## config.mk

```make
export PLATFORM = sky130hd
export DESIGN_NAME = lcd_raster_gen
export DESIGN_NICKNAME = d
export VERILOG_FILES = /design/src/rtl/lrg_pkg.sv /design/src/rtl/lrg_pixdiv.sv /design/src/rtl/lrg_timing.sv /design/src/rtl/lrg_fmt.sv /design/src/rtl/lcd_raster_gen.sv
export SDC_FILE = /design/constraint.sdc
export NUM_CORES = 1
export LEC_CHECK = 0
export ABC_CLOCK_PERIOD_IN_PS = 15100
export BUFFER_PORTS_ARGS = -buffer_cell sky130_fd_sc_hd__buf_4
export CAP_MARGIN = 10
export CELL_PAD_IN_SITES_DETAIL_PLACEMENT = 2
export CELL_PAD_IN_SITES_GLOBAL_PLACEMENT = 2
export CORE_UTILIZATION = 40
export DETAILED_ROUTE_END_ITERATION = 12
export PLACE_DENSITY = 0.94
export RECOVER_POWER = 25
export REMOVE_ABC_BUFFERS = 1
export SLEW_MARGIN = 10
export SYNTH_ARGS = -nofsm -noshare
export SYNTH_HDL_FRONTEND = slang
export SYNTH_SLANG_ARGS = --single-unit
```

## constraint.sdc

```tcl
create_clock -name clk -period 15.1 [get_ports clk]
set_input_delay 1.51 -clock clk [delete_from_list [all_inputs] [get_ports clk]]
set_output_delay 1.51 -clock clk [all_outputs]
set_load 0.03 [all_outputs]
```

## src/rtl/lrg_pkg.sv

```systemverilog
package lrg_pkg;
   localparam int CH_W  = 8;
   localparam int PIX_W = 3 * CH_W;

   typedef enum logic [1:0] {
      DEPTH_24 = 2'b00,
      DEPTH_18 = 2'b01,
      DEPTH_16 = 2'b10,
      DEPTH_12 = 2'b11
   } depth_e;
endpackage

```

## src/rtl/lrg_pixdiv.sv

```systemverilog
module lrg_pixdiv #(
   parameter int DIV_W = 8
) (
   input  logic             clk,
   input  logic             rst_n,
   input  logic [DIV_W-1:0] div_field,
   input  logic             bypass,
   input  logic             clk_inv,
   output logic             tick,
   output logic             pclk
);
   localparam int PH_W = DIV_W + 1;

   logic [PH_W-1:0] ph;
   logic [PH_W-1:0] ph_last;
   logic [PH_W-1:0] ph_half;

   assign ph_last = PH_W'(div_field) + PH_W'(1);
   assign ph_half = (PH_W'(div_field) + PH_W'(2)) >> 1;
   assign tick    = bypass | (ph >= ph_last);
   assign pclk    = bypass ? clk_inv : ((ph >= ph_half) ^ clk_inv);

   always_ff @(posedge clk or negedge rst_n) begin
      if (!rst_n)     ph <= '0;
      else if (tick)  ph <= '0;
      else            ph <= ph + PH_W'(1);
   end


   div_gap_chk: assert property (@(posedge clk) disable iff (!rst_n)
      (tick && !bypass) |=> (!tick || bypass));
endmodule

```

## src/rtl/lrg_timing.sv

```systemverilog
module lrg_timing #(
   parameter int H_W = 10,
   parameter int V_W = 10
) (
   input  logic           clk,
   input  logic           rst_n,
   input  logic           tick,
   input  logic [H_W-1:0] hsw,
   input  logic [H_W-1:0] hbp,
   input  logic [H_W-1:0] hact,
   input  logic [H_W-1:0] hfp,
   input  logic [V_W-1:0] vsw,
   input  logic [V_W-1:0] vbp,
   input  logic [V_W-1:0] vact,
   input  logic [V_W-1:0] vfp,
   input  logic           hs_low,
   input  logic           vs_low,
   input  logic [1:0]     depth,
   output logic           hsync,
   output logic           vsync,
   output logic           de,
   output logic [H_W-1:0] x,
   output logic [V_W-1:0] y,
   output logic [1:0]     depth_q
);
   localparam int HC_W = H_W + 2;
   localparam int VC_W = V_W + 2;

   logic            run;
   logic [HC_W-1:0] hc;
   logic [VC_W-1:0] vc;
   logic [H_W-1:0]  sh_hsw, sh_hbp, sh_hact, sh_hfp;
   logic [V_W-1:0]  sh_vsw, sh_vbp, sh_vact, sh_vfp;
   logic            sh_hs_low, sh_vs_low;

   logic [HC_W-1:0] h_bp0, h_act0, h_fp0, h_last;
   logic [VC_W-1:0] v_bp0, v_act0, v_fp0, v_last;
   logic            line_end, frame_end, h_in, v_in;

   // interval boundaries from the shadow fields
   assign h_bp0  = HC_W'(sh_hsw) + HC_W'(1);
   assign h_act0 = h_bp0 + HC_W'(sh_hbp) + HC_W'(1);
   assign h_fp0  = h_act0 + HC_W'(sh_hact) + HC_W'(1);
   assign h_last = h_fp0 + HC_W'(sh_hfp);
   assign v_bp0  = VC_W'(sh_vsw) + VC_W'(1);
   assign v_act0 = v_bp0 + VC_W'(sh_vbp);
   assign v_fp0  = v_act0 + VC_W'(sh_vact) + VC_W'(1);
   assign v_last = v_fp0 + VC_W'(sh_vfp);

   assign line_end  = (hc == h_last);
   assign frame_end = line_end && (vc == v_last);

   always_ff @(posedge clk or negedge rst_n) begin
      if (!rst_n) begin
         run       <= 1'b0;
         hc        <= '0;
         vc        <= '0;
         sh_hsw    <= '0;
         sh_hbp    <= '0;
         sh_hact   <= '0;
         sh_hfp    <= '0;
         sh_vsw    <= '0;
         sh_vbp    <= '0;
         sh_vact   <= '0;
         sh_vfp    <= '0;
         sh_hs_low <= 1'b0;
         sh_vs_low <= 1'b0;
         depth_q   <= '0;
      end else if (tick) begin
         if (!run || frame_end) begin
            run       <= 1'b1;
            hc        <= '0;
            vc        <= '0;
            sh_hsw    <= hsw;
            sh_hbp    <= hbp;
            sh_hact   <= hact;
            sh_hfp    <= hfp;
            sh_vsw    <= vsw;
            sh_vbp    <= vbp;
            sh_vact   <= vact;
            sh_vfp    <= vfp;
            sh_hs_low <= hs_low;
            sh_vs_low <= vs_low;
            depth_q   <= depth;
         end else if (line_end) begin
            hc <= '0;
            vc <= vc + VC_W'(1);
         end else begin
            hc <= hc + HC_W'(1);
         end
      end
   end

   assign h_in  = (hc >= h_act0) && (hc < h_fp0);
   assign v_in  = (vc >= v_act0) && (vc < v_fp0);
   assign de    = run && h_in && v_in;
   assign hsync = (run && (hc < h_bp0)) ^ sh_hs_low;
   assign vsync = (run && (vc < v_bp0)) ^ sh_vs_low;
   assign x     = de ? H_W'(hc - h_act0) : '0;
   assign y     = de ? V_W'(vc - v_act0) : '0;


   de_sync_excl_chk: assert property (@(posedge clk) disable iff (!rst_n)
      de |-> ((hsync == sh_hs_low) && (vsync == sh_vs_low)));


   pos_hold_chk: assert property (@(posedge clk) disable iff (!rst_n)
      !tick |=> ($stable(hc) && $stable(vc)));


   x_step_chk: assert property (@(posedge clk) disable iff (!rst_n)
      (tick && de && !line_end) |=> (!de || (x == $past(x) + 1'b1)));


   shadow_hold_chk: assert property (@(posedge clk) disable iff (!rst_n)
      (run && !(tick && frame_end)) |=>
         ($stable(sh_hact) && $stable(sh_vbp) && $stable(sh_hs_low) && $stable(depth_q)));
endmodule

```

## src/rtl/lrg_fmt.sv

```systemverilog
module lrg_fmt
   import lrg_pkg::*;
(
   input  logic             de,
   input  logic [1:0]       depth,
   input  logic [PIX_W-1:0] pix_in,
   output logic [PIX_W-1:0] pix_out
);
   logic [CH_W-1:0] ch [3];

   // channel 0 = blue (LSB), 1 = green, 2 = red
   for (genvar c = 0; c < 3; c++) begin : g_ch
      assign ch[c] = pix_in[c*CH_W +: CH_W];
   end

   always_comb begin
      pix_out = '0;
      if (de) begin
         case (depth_e'(depth))
            DEPTH_24: pix_out = pix_in;
            DEPTH_18: pix_out = PIX_W'({ch[2][7:2], ch[1][7:2], ch[0][7:2]});
            DEPTH_16: pix_out = PIX_W'({ch[2][7:3], ch[1][7:2], ch[0][7:3]});
            default:  pix_out = PIX_W'({ch[2][7:4], ch[1][7:4], ch[0][7:4]});
         endcase
      end
   end
endmodule

```

## src/rtl/lcd_raster_gen.sv

```systemverilog
module lcd_raster_gen
   import lrg_pkg::*;
#(
   parameter int DIV_W = 8,
   parameter int H_W   = 10,
   parameter int V_W   = 10
) (
   input  logic             clk,
   input  logic             rst_n,
   input  logic [DIV_W-1:0] cfg_clkdiv,
   input  logic             cfg_clk_bypass,
   input  logic             cfg_clk_inv,
   input  logic [H_W-1:0]   cfg_hsw,
   input  logic [H_W-1:0]   cfg_hbp,
   input  logic [H_W-1:0]   cfg_hact,
   input  logic [H_W-1:0]   cfg_hfp,
   input  logic [V_W-1:0]   cfg_vsw,
   input  logic [V_W-1:0]   cfg_vbp,
   input  logic [V_W-1:0]   cfg_vact,
   input  logic [V_W-1:0]   cfg_vfp,
   input  logic             cfg_hs_low,
   input  logic             cfg_vs_low,
   input  logic [1:0]       cfg_depth,
   input  logic [23:0]      pix_in,
   output logic             pclk_en,
   output logic             pclk_out,
   output logic             hsync,
   output logic             vsync,
   output logic             de,
   output logic [H_W-1:0]   pix_x,
   output logic [V_W-1:0]   pix_y,
   output logic [23:0]      pix_out
);
   if (DIV_W < 1 || DIV_W > 16) begin : g_bad_div
      $error("lcd_raster_gen: DIV_W out of range");
   end
   if (H_W < 2 || V_W < 2) begin : g_bad_dim
      $error("lcd_raster_gen: H_W and V_W must be at least 2");
   end
   if (PIX_W != 24) begin : g_bad_pix
      $error("lcd_raster_gen: pixel width must be 24");
   end

   logic       tick;
   logic [1:0] depth_q;

   lrg_pixdiv #(.DIV_W(DIV_W)) u_div (
      .clk       (clk),
      .rst_n     (rst_n),
      .div_field (cfg_clkdiv),
      .bypass    (cfg_clk_bypass),
      .clk_inv   (cfg_clk_inv),
      .tick      (tick),
      .pclk      (pclk_out)
   );

   lrg_timing #(.H_W(H_W), .V_W(V_W)) u_tim (
      .clk     (clk),
      .rst_n   (rst_n),
      .tick    (tick),
      .hsw     (cfg_hsw),
      .hbp     (cfg_hbp),
      .hact    (cfg_hact),
      .hfp     (cfg_hfp),
      .vsw     (cfg_vsw),
      .vbp     (cfg_vbp),
      .vact    (cfg_vact),
      .vfp     (cfg_vfp),
      .hs_low  (cfg_hs_low),
      .vs_low  (cfg_vs_low),
      .depth   (cfg_depth),
      .hsync   (hsync),
      .vsync   (vsync),
      .de      (de),
      .x       (pix_x),
      .y       (pix_y),
      .depth_q (depth_q)
   );

   lrg_fmt u_fmt (
      .de      (de),
      .depth   (depth_q),
      .pix_in  (pix_in),
      .pix_out (pix_out)
   );

   assign pclk_en = tick;


   idle_quiet_chk: assert property (@(posedge clk) disable iff (!rst_n)
      !de |-> ((pix_x == '0) && (pix_y == '0) && (pix_out == '0)));
endmodule

```

==> results of run 1 <==
==> worst paths after layout <==
check / slack (ns) / end / from
setup / recovery: 4.72 / pix_out[20] / u_tim.sh_hsw[0]$_DFFE_PN0P_
hold / removal: 0.51 / u_tim.sh_vact[0]$_DFFE_PN0P_ / u_tim.sh_vact[0]$_DFFE_PN0P_
setup reg to reg: 6.94 / u_tim.vc[10]$_DFFE_PN0P_ / u_tim.sh_hsw[0]$_DFFE_PN0P_
hold reg to reg: 0.51 / u_tim.sh_vact[0]$_DFFE_PN0P_ / u_tim.sh_vact[0]$_DFFE_PN0P_
max in group asynchronous: 10.03 / u_tim.vc[4]$_DFFE_PN0P_ / rst_n
min in group asynchronous: 1.48 / u_tim.sh_vact[8]$_DFFE_PN0P_ / rst_n
==> per-stage QoR <==
stage,cell area (um2),total power [mW],hold slack [ns],cells
after floorplan,11600,0.815,0.480,1244
after global routing,13900,1.60,0.537,1834
after global placement,13400,1.03,0.490,1802
after CTS,13900,1.53,0.514,1834
final,13900,1.54,0.511,1834
after detailed placement,13400,1.09,0.500,1802
==> kinds of logic after synthesis <==
family	synth area share (%)
xor gates and xnor gates	9.58
muxes	11.2
and+or+nand+nor	15.7
DFF	25.1
AOI/OAI and AO/OA	15.4
buffers and inverters	4.85
adders and majority gates	18.2
==> area by class of cell <==
cell class,count,share of cell area (%)
clock buffer,22,3.34
inverter,102,2.76
sequential,118,21.2
timing repair buffer,174,9.32
multi-input combinational,1024,59.3
tap,384,3.46
clock inverter,10,0.576
==> metal layers <==
layer / GRT usage, % / vias to the layer above
li1: - / 4904
met1: 35.5 / 5729
met2: 61.1 / 349
met3: 4.96 / 147
met4: 15.9 / 0
met5: 0 / -
==> flip-flops by register name, indices dropped and copies added, names as in the netlist <==
signal and cells:
u_tim.sh_hsw 10, u_tim.run 1, u_tim.sh_hs_low 1, u_tim.sh_vs_low 1, u_tim.sh_hact 10, u_tim.vc 12, u_tim.sh_hbp 10, u_tim.sh_hfp 10
u_tim.sh_vsw 10, u_tim.sh_vact 10, u_tim.depth_q 2, u_tim.sh_vbp 10, u_tim.sh_vfp 10, u_tim.hc 12, u_div.ph 9
==> critical path: cells and delay by family, from the launching register on <==
family	cells	cell delay [ns]
adders and majority gates	4	1.23
and+or+nand+nor	10	3.25
xor gates and xnor gates	2	0.55
AOI/OAI and AO/OA	8	2.15
DFF	1	0.47
buffers and inverters	3	0.77
==> Yosys cell counts, types with 4 or more instances <==
cell type,instances
nand2b_1,19
or4_1,5
mux2_4,11
xnor2_1,76
o31ai_1,8
o41a_1,4
a2111oi_0,4
and2_1,9
mux4_2,12
mux2_2,74
a211o_1,4
a211oi_1,11
nand4_1,26
ha_1,157
inv_1,102
a31o_2,4
nand3_1,30
o21ai_0,61
nor3_1,26
nor4b_1,8
or3_1,6
o22ai_1,4
xor2_1,50
o211ai_1,5
nor2_1,90
mux2i_1,5
or2_2,4
o21a_1,35
and3_1,25
dfrtp_1,118
o31a_1,4
fa_1,8
clkbuf_1,23
nor4_1,10
a21oi_1,70
nor2b_1,23
a21o_1,27
nand2_1,63
buf_6,9
a21boi_0,8
==> power by group through the flow <==
stage / clock [mW] / combinational (mW) / sequential (mW)
2_1_floorplan: 0 / 0.440 / 0.375
3_3_place_gp: 0 / 0.627 / 0.399
3_5_place_dp: 0 / 0.683 / 0.404
4_1_cts: 0.408 / 0.724 / 0.401
5_1_grt: 0.419 / 0.777 / 0.404
6_report: 0.404 / 0.730 / 0.403
==> impl_results.md, run 1 <==
* Yosys warning total at 0
* Main synth FF type: dfrtp_1
* Clock Tree Buf Depth at 2
* Port-buffer cells at ~170
* Internal at 0.857 mW
* Vias in the first global route at 12800
* Net Sw Power at between 0.6 and 0.7 mW
* Hold Fails Final Rpt at 0
* Area of the multi-input gates at roughly 8200 um2
* Met2 wire len at 26.0 mm
* 1st-iter DRT viols at 608
* Total number of vias at around 11000
* DRC viols at 0
* Top cell type's share of synthesized area at about 25%
* Cell taking the most area after synthesis: dfrtp_1
* Row count at 62
* Area growth syn-to-layout at 18.2%
* Worst Hold Class: register to register
* Most frequent cells in the layout: buf_4 (171), ha_1 (157), dfrtp_1 (118)
* Crit share post-route at 68.7%
* Skew-Pair Late Insertion Delay at 0.45 ns
* Io pins at between 150 and 200
* Die area at 30100 um2
* Clock transition at path regs at 0.06 ns
* Max-Slew Margin vs Limit at -101%
* Total grt overflow at 0
* CP peak stage delay at 1.06 ns
* Pwr dens at 111 nW/um2
* CTS tree: done
* Seq/Total Area, Yosys at 25.1%
* Final net count at 1722
* Type of origin of the critical path: register
* RSZ-0062 raised after global routing: false
* Min Tclk post-route at 10.38 ns
* CP Class: register to primary output
* Power share of the combinational group at 47.5%
* Reg2reg path depth at 28
* Max IR drop VDD at 79.8 uV
* Seq pwr share at 26.2%
* Syn avg cell area at 9.22 um2
* Slowest CP cell: nor4b_2
* Hold buffer count at CTS at 0
* Pleak at slightly below 7 nW
* Failing checks: max-capacitance violations, max-slew violations
* Detail Placement HPWL at 34.4 mm
* Worst Path Max Fanout at 23
* Sw frac at ~44%
* Sink Count at approximately 120
* Status: finished with violations
* Clock Tree Root: clkbuf_16
* First-pass GRT wire length at 76.2 mm
* Top Metal Used: met4
* Commonest non-fill, non-tap cell in the layout: buf_4
* Initial Util at 40.9%
* Post-route ant nets at 0
* Cts repair resizes at 0
* Clock share of power at 26.3%
* Pre-CTS setup slack at about 5.6 ns
* Yosys reg bits at 118
* Die Span X at 173 um
* Post CTS Setup Buffer Count at 0
* Final Core Density at 48.3%
* Worst-Margin Slew at 3.02 ns
* Filler Cells Inserted at 3089
* Routed length per instance at about 26 um
* Distinct cells, synth at 70
* Initial antenna violation count at 0
* Share of layout cells above drive strength 1 at 21.7%
* M1 WL at 18.7 mm
* RD Place Congestion at 0.875
* Fin Setup TNS at 0 ns
* Post-synth EDFFs at 0
* Post-Syn Area at 11800 um2
* CP required at 13.59 ns
* Max Cap Violations at 3
* Clk_skew at 0.00948 ns
* Largest net degree at the start of global routing at 72
* Drt pass-1 iters at 4
* WP data arrival at 8.87 ns
* GRT Util Overall at approximately a third
* Met3 WL at 1.61 mm
* Hold Path Depth at 1
* F_max at slightly below 100 MHz
* Post-Syn Instances at 1276
* Async S/R FF share, synth at 100%
* Slew Viols, Final at 123
* Htree depth at 4
* Critical Path Sink Type: primary output
* Ranking of synthesized cells by area: dfrtp_1 (25%), ha_1 (17%), mux2_2 (7.1%)
* Vias per inst at about 6
* TritonCTS buffer count at 17
* Final setup viols at 0
* Sequential Area at between 2000 and 3000 um2
* Post-route setup slack at 4.72 ns
* Die Ht at 173 um
* Diodes inserted at 0
* Core ar. at 28800 um2
* Detailed Route WL at 48.3 mm
No activity file was read; power rests on OpenSTA's default activity.
==> inputs of run 2 (changes only) <==
--- a/config.mk
+++ b/config.mk
@@ -5,14 +5,14 @@
 export SDC_FILE = /design/constraint.sdc
 export NUM_CORES = 1
 export LEC_CHECK = 0
-export ABC_CLOCK_PERIOD_IN_PS = 15100
+export ABC_CLOCK_PERIOD_IN_PS = 10900
 export BUFFER_PORTS_ARGS = -buffer_cell sky130_fd_sc_hd__buf_4
 export CAP_MARGIN = 10
 export CELL_PAD_IN_SITES_DETAIL_PLACEMENT = 2
 export CELL_PAD_IN_SITES_GLOBAL_PLACEMENT = 2
-export CORE_UTILIZATION = 40
+export CORE_UTILIZATION = 37
 export DETAILED_ROUTE_END_ITERATION = 12
-export PLACE_DENSITY = 0.94
+export PLACE_DENSITY = 0.88
 export RECOVER_POWER = 25
 export REMOVE_ABC_BUFFERS = 1
 export SLEW_MARGIN = 10
==> constraint.sdc (replaced) <==
create_clock -name clk -period 10.9 [get_ports clk]
set_input_delay 1.09 -clock clk [delete_from_list [all_inputs] [get_ports clk]]
set_output_delay 1.09 -clock clk [all_outputs]
set_load 0.03 [all_outputs]
==> run 2 against run 1 <==
Net effect:
- the flow still finishes with violations (max-capacitance violations, max-slew violations)
- first-iteration DRC count down 49%
- clock power up 41%
- combinational power up 30%
- sequential cell count unchanged
- sequential power up 36%
- core utilization down 3.2 points
- via count down 5.5%
- worst hold slack better by 0.0015 ns
- critical path type unchanged
- critical endpoint is now pix_out[18]
- largest power group unchanged
==> impl_results.md, run 2 (synthesis results as in run 1) <==
* Status: finished with violations (unchanged)
* Failing checks: max-capacitance violations, max-slew violations (unchanged)
* Most frequent cells in the layout: buf_4 (172), ha_1 (157), dfrtp_1 (118) (was buf_4 (171), ha_1 (157), dfrtp_1 (118))
* Post CTS Setup Buffer Count at 0 (unchanged)
* Initial antenna violation count at 0 (unchanged)
* Type of origin of the critical path: register (unchanged)
* Pwr dens at 149 nW/um2 (was 111 nW/um2)
* First-pass GRT wire length at 66.6 mm (was 76.2 mm)
* Area growth syn-to-layout at 18.5% (was 18.2%)
* Htree depth at 4 (unchanged)
* CTS tree: done (unchanged)
* Initial Util at 38.0% (was 40.9%)
* GRT Util Overall at 26.2% (was 32.6%)
* Max-Slew Margin vs Limit at -95.5% (was -101%)
* Port-buffer cells at 168 (unchanged)
* Diodes inserted at 0 (unchanged)
* Vias in the first global route at 12200 (was 12800)
* Max IR drop VDD at 142 uV (was 79.8 uV)
* Io pins at 169 (unchanged)
* Post-route insts no fill at 1844 (was 1834)
* Pleak at 6.76 nW (was 6.75 nW)
* DRC viols at 0 (unchanged)
* Total grt overflow at 0 (unchanged)
* Filler Cells Inserted at 3363 (was 3089)
* Detailed Route WL at 41.5 mm (was 48.3 mm)
* Slew Viols, Final at 83 (was 123)
* Worst Hold Class: register to register (unchanged)
* Worst-Margin Slew at 2.93 ns (was 3.02 ns)
* TritonCTS buffer count at 17 (unchanged)
* Final net count at 1722 (unchanged)
* Max Cap Violations at 2 (was 3)
* Share of layout cells above drive strength 1 at 21.8% (was 21.7%)
* 1st-iter DRT viols at 311 (was 608)
* Fin Setup TNS at 0 ns (unchanged)
* Largest net degree at the start of global routing at 64 (was 72)
* Total number of vias at 10500 (was 11100)
* Crit share post-route at a little over four fifths
* WP data arrival at 8.04 ns (was 8.87 ns)
* RD Place Congestion at 0.877 (was 0.875)
* Hold buffer count at CTS at 0 (unchanged)
* Post-Place Cells at 1814 (was 1802)
* Die Span X at 180 um (was 173 um)
* Clock Tree Buf Depth at 2 (unchanged)
* Clock transition at path regs at 0.06 ns (about the same)
* RSZ-0062 raised after global routing: false (unchanged)
* Die area at 32500 um2 (was 30100 um2)
* Largest regs: u_tim.hc (12), u_tim.vc (12) (unchanged)
* Post-route ant nets at 0 (unchanged)
* Worst Path Max Fanout at 23 (unchanged)
* Clk_skew at 0.0131 ns (was 0.00948 ns)
* CP peak stage delay at 0.95 ns (was 1.06 ns)
* Clock Tree Root: clkbuf_16 (unchanged)
* R2R Setup Slk at 3.05 ns (was 6.94 ns)
* Min Tclk post-route at between 9 and 10 ns
* Vias per inst at 5.70 (was 6.07)
* Commonest non-fill, non-tap cell in the layout: buf_4 (unchanged)
* Core ar. at 30900 um2 (was 28800 um2)
* CP required at 9.81 ns (was 13.59 ns)
* Skew-Pair Late Insertion Delay at 0.46 ns (was 0.45 ns)
* Sink Count at 118 (unchanged)
* Cts repair resizes at 0 (unchanged)
* F_max at 110 MHz
* Hold Fails Final Rpt at 0 (unchanged)
* Routed length per instance at 22.5 um (was 26.3 um)
* Slowest CP cell: nor4b_2 (unchanged)
* CP Class: register to primary output (unchanged)
* Detail Placement HPWL at 32.4 mm (was 34.4 mm)
* Row count at 64 (was 62)
* Drt pass-1 iters at 4 (unchanged)
* Final setup viols at 0 (unchanged)
* Die Ht at 180 um (was 173 um)
* Critical Path Sink Type: primary output (unchanged)
[run 2: cell types whose count changed in the layout (fill, tap and decap cells not counted), sizes merged]
cell	delta
clkbuf	-2
buf	+1
clkinv	-2
bufinv	+1
[run 2: critical path, delay by kind of cell, from the launching register on]
| kind | cells | cell delay [ns] |
|---|---|---|
| compound gates | 8 | 1.87 |
| simple gates | 10 | 2.87 |
| fa+ha+maj | 4 | 1.18 |
| flops | 1 | 0.45 |
| buf+inv | 3 | 0.72 |
| xor+xnor | 2 | 0.48 |
[run 2: worst paths after layout]
| kind | cells past startpoint | startpoint | endpoint |
|---|---|---|---|
| max | 27 | u_tim.sh_hsw[0]$_DFFE_PN0P_ | pix_out[18] |
| min reg2reg | 1 | u_tim.sh_hact[0]$_DFFE_PN0P_ | u_tim.sh_hact[0]$_DFFE_PN0P_ |
| max in group asynchronous | 3 | rst_n | u_tim.sh_hs_low$_DFFE_PN0P_ |
| min | 1 | u_tim.sh_hact[0]$_DFFE_PN0P_ | u_tim.sh_hact[0]$_DFFE_PN0P_ |
| min in group asynchronous | 1 | rst_n | u_tim.sh_vact[7]$_DFFE_PN0P_ |
| max reg2reg | 25 | u_tim.sh_vsw[0]$_DFFE_PN0P_ | u_tim.sh_vbp[2]$_DFFE_PN0P_ |
[run 2: where the power goes]
group | internal [mW] | switching [mW] | total (mW) | leakage [nW]
logic | 0.395 | 0.556 | 0.952 | 4.86
registers | 0.468 | 0.0803 | 0.548 | 1.62
clock network | 0.343 | 0.227 | 0.571 | 0.275
[run 2: final cells by class]
class                   instances  area [um2]  area share [%]
clock inverters                 9         104           0.745
inverters                     102         383            2.75
clock buffers                  21         460            3.30
multi-input cells            1024        8240            59.1
well taps                     396         495            3.56
repair buffers                174        1300            9.32
flip-flops and latches        118        2950            21.2
[run 2: per-layer routing]
layer  global-route usage (%)  wire [um]
met1                     28.2      16700
met2                     50.1      22100
met3                     4.20       1230
met4                     11.6       1430
met5                        0          0
[run 2: metrics by stage]
step           total power, mW  setup WS, ns  area (um2)  util [%]  hold slack [ns]
2_1_floorplan             1.13          2.76       11600         -            0.480
3_3_place_gp              1.43          2.65       13400      43.3            0.490
3_5_place_dp              1.49          2.32       13400      43.3            0.506
4_1_cts                   2.09          1.82       13900      45.1            0.520
5_1_grt                   2.18          1.03       13900      45.1            0.535
6_report                  2.07          1.77       13900      45.1            0.513
